File: src/rtl/word_div_pkg.sv
package word_div_pkg;

  typedef enum logic [1:0] {
    ST_IDLE = 2'd0,
    ST_RUN  = 2'd1,
    ST_FIX  = 2'd2
  } divState_t;

  // strobes from the sequencer to the datapath
  typedef struct packed {
    logic load;    // capture magnitudes, clear partial remainder
    logic step;    // one shift-subtract iteration
    logic finish;  // apply sign and publish the quotient
    logic except;  // publish the zero result of an exceptional case
  } divStrobe_t;

endpackage

File: src/rtl/word_div_ctrl.sv
module word_div_ctrl
  import word_div_pkg::*;
#(
  parameter int WIDTH = 32
) (
  input  logic       clk,
  input  logic       rstN,
  input  logic       start,
  input  logic       isExc,
  output logic       busy,
  output divStrobe_t strobe
);

  localparam int CW = (WIDTH > 2) ? $clog2(WIDTH) : 1;
  localparam logic [CW-1:0] LAST = CW'(WIDTH - 1);

  divState_t     state, stateNext;
  logic [CW-1:0] iterCnt;

  always_comb begin
    stateNext = state;
    strobe    = '0;
    unique case (state)
      ST_IDLE: begin
        if (start) begin
          if (isExc) begin
            strobe.except = 1'b1;
          end else begin
            strobe.load = 1'b1;
            stateNext   = ST_RUN;
          end
        end
      end
      ST_RUN: begin
        strobe.step = 1'b1;
        if (iterCnt == LAST) stateNext = ST_FIX;
      end
      ST_FIX: begin
        strobe.finish = 1'b1;
        stateNext     = ST_IDLE;
      end
      default: stateNext = ST_IDLE;
    endcase
  end

  always_ff @(posedge clk) begin
    if (!rstN) begin
      state   <= ST_IDLE;
      iterCnt <= '0;
    end else begin
      state <= stateNext;
      if (strobe.load)      iterCnt <= '0;
      else if (strobe.step) iterCnt <= iterCnt + 1'b1;
    end
  end

  assign busy = (state != ST_IDLE);

  // the loop never skips or repeats an iteration
  assert_count_advance_R6: assert property (@(posedge clk) disable iff (!rstN)
    (state == ST_RUN && iterCnt != LAST) |=> (state == ST_RUN && iterCnt == $past(iterCnt) + CW'(1)));

  // no new request is taken while a division runs
  assert_no_reload_R8: assert property (@(posedge clk) disable iff (!rstN)
    busy |-> (!strobe.load && !strobe.except));

  // fix-up is the last busy cycle
  assert_busy_ends_R10: assert property (@(posedge clk) disable iff (!rstN)
    (state == ST_FIX) |=> !busy);

endmodule

File: src/rtl/word_div_path.sv
module word_div_path
  import word_div_pkg::*;
#(
  parameter int WIDTH = 32
) (
  input  logic             clk,
  input  logic             rstN,
  input  logic [WIDTH-1:0] opA,
  input  logic [WIDTH-1:0] opB,
  input  logic             isSigned,
  input  logic             ovfEn,
  input  divStrobe_t       strobe,
  output logic             isExc,
  output logic [WIDTH-1:0] quotient,
  output logic             done,
  output logic             overflow
);

  localparam logic [WIDTH-1:0] MOST_NEG = {1'b1, {(WIDTH-1){1'b0}}};
  localparam logic [WIDTH-1:0] ALL_ONES = '1;

  logic             divZero, minByMinusOne, negA, negB;
  logic [WIDTH-1:0] magA, magB;
  logic [WIDTH-1:0] remR, quoR, divR;
  logic             negR;
  logic [WIDTH:0]   shifted, trial;

  // operand screening
  assign divZero       = (opB == '0);
  assign minByMinusOne = isSigned && (opA == MOST_NEG) && (opB == ALL_ONES);
  assign isExc         = divZero || minByMinusOne;

  assign negA = isSigned && opA[WIDTH-1];
  assign negB = isSigned && opB[WIDTH-1];
  assign magA = negA ? (~opA + 1'b1) : opA;
  assign magB = negB ? (~opB + 1'b1) : opB;

  // restoring shift-subtract step
  assign shifted = {remR, quoR[WIDTH-1]};
  assign trial   = shifted - {1'b0, divR};

  always_ff @(posedge clk) begin
    if (!rstN) begin
      remR <= '0;
      quoR <= '0;
      divR <= '0;
      negR <= 1'b0;
    end else if (strobe.load) begin
      remR <= '0;
      quoR <= magA;
      divR <= magB;
      negR <= negA ^ negB;
    end else if (strobe.step) begin
      if (!trial[WIDTH]) begin
        remR <= trial[WIDTH-1:0];
        quoR <= {quoR[WIDTH-2:0], 1'b1};
      end else begin
        remR <= shifted[WIDTH-1:0];
        quoR <= {quoR[WIDTH-2:0], 1'b0};
      end
    end
  end

  // result stage
  always_ff @(posedge clk) begin
    if (!rstN) begin
      quotient <= '0;
      overflow <= 1'b0;
      done     <= 1'b0;
    end else begin
      done <= strobe.finish || strobe.except;
      if (strobe.except) begin
        quotient <= '0;
        overflow <= ovfEn;
      end else if (strobe.finish) begin
        quotient <= negR ? (~quoR + 1'b1) : quoR;
        overflow <= 1'b0;
      end
    end
  end

  // an exceptional start publishes zero on the next cycle
  assert_zero_result_R3: assert property (@(posedge clk) disable iff (!rstN)
    strobe.except |=> (done && quotient == '0));

  // overflow only accompanies a zero exceptional result
  assert_ovf_zero_R5: assert property (@(posedge clk) disable iff (!rstN)
    (done && overflow) |-> (quotient == '0));

  // a step never happens on the same cycle as a load
  assert_step_excl_R6: assert property (@(posedge clk) disable iff (!rstN)
    $countones({strobe.load, strobe.step, strobe.finish, strobe.except}) <= 1);

endmodule

File: src/rtl/word_divider.sv
module word_divider
  import word_div_pkg::*;
#(
  parameter int WIDTH = 32
) (
  input  logic             clk,
  input  logic             rstN,
  input  logic             start,
  input  logic [WIDTH-1:0] dividend,
  input  logic [WIDTH-1:0] divisor,
  input  logic             isSigned,
  input  logic             ovfEn,
  output logic             busy,
  output logic             done,
  output logic [WIDTH-1:0] quotient,
  output logic             overflow
);

  divStrobe_t strobe;
  logic       isExc;

  word_div_ctrl #(.WIDTH(WIDTH)) u_ctrl (
    .clk    (clk),
    .rstN   (rstN),
    .start  (start),
    .isExc  (isExc),
    .busy   (busy),
    .strobe (strobe)
  );

  word_div_path #(.WIDTH(WIDTH)) u_path (
    .clk      (clk),
    .rstN     (rstN),
    .opA      (dividend),
    .opB      (divisor),
    .isSigned (isSigned),
    .ovfEn    (ovfEn),
    .strobe   (strobe),
    .isExc    (isExc),
    .quotient (quotient),
    .done     (done),
    .overflow (overflow)
  );

endmodule

File: config.mk
export PLATFORM = sky130hd
export DESIGN_NAME = word_divider
export DESIGN_NICKNAME = d
export VERILOG_FILES = /design/src/rtl/word_div_pkg.sv /design/src/rtl/word_div_ctrl.sv /design/src/rtl/word_div_path.sv /design/src/rtl/word_divider.sv
export SDC_FILE = /design/constraint.sdc
export NUM_CORES = 1
export LEC_CHECK = 0
export BUFFER_PORTS_ARGS = -buffer_cell sky130_fd_sc_hd__buf_2
export CORE_MARGIN = 2
export CORE_UTILIZATION = 50
export DETAILED_ROUTE_END_ITERATION = 10
export PLACE_DENSITY = 0.82
export SYNTH_ARGS = -nofsm -noshare
export SYNTH_HDL_FRONTEND = slang
export SYNTH_SLANG_ARGS = --single-unit
File: constraint.sdc
create_clock -name clk -period 8.1 [get_ports clk]
set_clock_uncertainty 0.2 [all_clocks]
set_input_delay 0.405 -clock clk [delete_from_list [all_inputs] [get_ports clk]]
set_output_delay 0.405 -clock clk [all_outputs]
set_load 0.01 [all_outputs]
==> qor.log <==
[synth] post-synthesis cell type with the largest combined area dfxtp_1
[synth] Post-synth EDFFs 0
[clock_tree] H-tree Lvls 4
[synth] yosys synthesis warning count 0
[clock_tree] Worst-path clk slew 0.07 ns
[synth] dominant cell by count in the synthesized netlist nand2_1
[clock_tree] quantity of hold-fixing buffers added after cts 0
[sta] highest achievable clock rate 0.249 GHz
[synth] share of synthesized cell area in and, or, nand and nor gates 0.192
[sta] sum of negative setup slack 0 ns
[placed_design] worst slack after detailed placement 3.76 ns
[floorplanning] Die Y 140 um
[route] sum of routed wire length over all layers 23900 um
[synth] cell types with the largest area share after synthesis dfxtp_1 30%, xor2_1 6.3%, nand2_1 5.6%, ha_1 5.1%, xnor2_1 4.8%
[power_and_ir_drop] Worst IR Drop VDD 0.156 mV
[sta] Pins Over Slew Limit 0
[route] number of vias per cell 5.96
[worst_setup_path] Worst setup EP type register
[sta] final setup violation count 0
[floorplanning] die area 19700 um^2
[route] first-pass iteration count of the detailed router 5
[synth] Cells after Synth 1188
[sta] post-route setup slack 4.09 ns
[grt] first-pass GRT wire length 39800 um
[route] post-route antenna net violation count 0
[synth] Post-Synth Adder-Cell Area 0.0534
[grt] number of antenna violations at the first check in global routing 0
[clock_tree] number of setup buffers added after CTS 0
[sta] number of hold violations in the final report 0
[synth] per-instance average area after synthesis 7.81 um^2
[synth] syn nets 1296
[clock_tree] clk buf depth 2
[route] Residual DRC 0
[grt] GR met1 Demand/Resource 0.325
[sta] unrepaired setup endpoints after global routing false
[synth] number of different library cells in the post-synthesis netlist 64
[synth] list of most frequent post-synthesis cells 139 x nand2_1, 138 x dfxtp_1, 92 x nor2_1, 81 x a21oi_1, 67 x xor2_1
[flow_run] MaxCap Viol Count 0
[synth] Seq/Total Area, Yosys 0.298
[clock_tree] clock sink count 138
[clock_tree] clock tree from TritonCTS built
[route] wire per inst 16.2 um
[power_and_ir_drop] static leakage 0.00428 uW
[sta] transition at the pin with the smallest max-transition slack 1.27 ns
[power_and_ir_drop] power density cells 209 nW/um^2
[hold_path] HP Class input pin to register
[floorplanning] starting density of the core 0.513
[placed_design] half-perimeter wire length after detailed placement 17400 um
[worst_setup_path] kind of start point of the critical path input pin
[layout] Antenna Cells 0
[route] drt first-iter violations 733
[placed_design] count of input and output buffers 103
[synth] number of synthesized register bits 138
[status] run status finished clean
[floorplanning] Std-Cell Rows 49
[sta] fraction of the cycle the final worst path needs 0.495
[clock_tree] Clk Latency, worst-skew pair 0.43 ns
[floorplanning] die width 140 um
[synth] combinational family with the most area after synthesis compound AO/OA/AOI/OAI gates
[worst_setup_path] CP Data Arrival Time 4.17 ns
[grt] via count of the first global-routing pass 8119
[grt] routing usage on met2 0.400
[floorplanning] top-level I/O count 104
[synth] leading register cell type out of synthesis dfxtp_1
[clock_tree] Resized Gates After CTS 0
[sta] Period minus WS final 4.01 ns
[grt] remaining global-route overflow 0
[layout] P&R area growth vs syn 11.9%
[grt] pin count of the biggest net entering global routing 91
[grt] global router's overall resource usage 0.246
[clock_tree] cell at the root of the clock tree clkbuf_16
[placed_design] Cell Count Post-Placement 1448
[synth] Synth async-reset ratio 0
[worst_setup_path] classification of the worst setup path input pin to register
[synth] multiplexer fraction of the synthesized cell area 0.0259
[layout] core occupancy in the finished layout 0.574
[floorplanning] area of the core 18100 um^2
[worst_setup_path] worst endpoint required time 8.26 ns
[layout] post-route insts no fill 1480
[layout] number of nets in the layout 1346
[sta] max_slew headroom 0.155
[route] total via count in the routed design 8819
[placed_design] weighted congestion at the end of routability-driven global placement 0.891
[grt] met3 global-route usage 0.0472
[synth] Synth top area share 0.298
[synth] compound-gate portion of the synthesized area 0.261
[clock_tree] cts bufs inserted 17
[worst_setup_path] Max FO, Critical Path 88
[synth] netlist area before placement 9280 um^2
[grt] routing layer with the top usage in global route met2
[synth] xor/xnor share of the synthesized area 0.111
[layout] fraction of final layout cells sized beyond drive strength 1 0.125
## power by group
group          internal (uW)  total (uW)  switching (uW)  leakage [uW]
Clock                    411         761             351      0.000278
Sequential               719         764            45.0       0.00113
Combinational            263         648             384       0.00287
Total                   1390        2170             780       0.00428
## flip-flops by register name, summed over array words and instances, names as in the netlist, 2 cells and up
register and cells:
u_ctrl.iterCnt 5, u_ctrl.state 2, u_path.divR 32, u_path.quoR 32, u_path.quotient 32, u_path.remR 32
## metrics by stage
stage	total power, uW	hold slack, ns	area, um^2
after floorplan	1260	0.241	9280
after global placement	1390	0.246	9800
after detailed placement	1410	0.255	9800
after CTS	2170	0.0771	10400
after global routing	2290	0.108	10400
final	2170	0.0915	10400
## cells by family (layout without fill, tap and decap cells)
kind of cell / Yosys count / after routing
mux: 24 / 24
xor+xnor: 118 / 118
simple gates: 378 / 378
fa+ha+maj: 39 / 39
buf+inv: 131 / 194
compound gates: 360 / 360
flops: 138 / 138
## layout make-up
class                           instances  area [um^2]
Clock buffer                           17          425
Sequential cell                       138         2760
Fill cell                            1633         7710
Multi-Input combinational cell        919         6000
Tap cell                              229          287
Timing Repair Buffer                  107          546
Inverter                               55          206
Clock inverter                         15          149
## placed cells by master, fill, tap and decap left out, types with 7 or more instances in the layout
cell       netlist  routed
nand2b_1         7       7
a211oi_1        33      33
a21oi_1         81      81
a31oi_1          8       8
a22oi_1         30      30
a21o_1           9       9
nand2_1        139     139
nor4_1          10      10
and3_1          10      10
ha_1            38      38
clkbuf_16        0      17
nor2_1          92      92
or4_1            9       9
xnor2_1         51      51
o211ai_1         7       7
buf_2           14     103
a21boi_0        28      28
o41ai_1          9       9
dfxtp_1        138     138
nand4_1         24      24
mux2i_1         24      24
o21ai_0         53      53
or3_1            7       7
nand3_1         20      20
o31ai_1         20      20
inv_1           55      55
nor3_1          24      24
o21ai_1         23      23
xor2_1          67      67
o211a_1         26      26
a21boi_1        10      10
## worst paths after layout
kind | startpoint | cells past startpoint | slack [ns] | to
max | divisor[1] | 12 | 4.09 | u_path.quoR[26]
min | divisor[0] | 3 | 0.09 | u_path.divR[0]
max reg2reg | u_path.quoR[31] | 13 | 4.37 | u_path.remR[22]
min reg2reg | u_ctrl.iterCnt[4] | 2 | 0.26 | u_ctrl.iterCnt[4]
## worst max-delay path: stages
cell and delay, ns:
buf_2 0.12, inv_1 0.07, ha_1 0.17, or3b_1 0.47, nor4_2 0.41, nand3_1 0.32
o32ai_4 0.28, nor2_4 0.04, buf_4 0.36, nor2_2 1.06, a22oi_1 0.25, a21boi_1 0.19
## layer usage
metal,wire length [um],vias up,part of all wire
met5,0,-,0
met4,671,0,0.028
met3,1580,49,0.066
met2,10900,331,0.46
met1,10800,4066,0.45
li1,-,4373,-
Note: power is estimated with default switching activity, not from simulation.
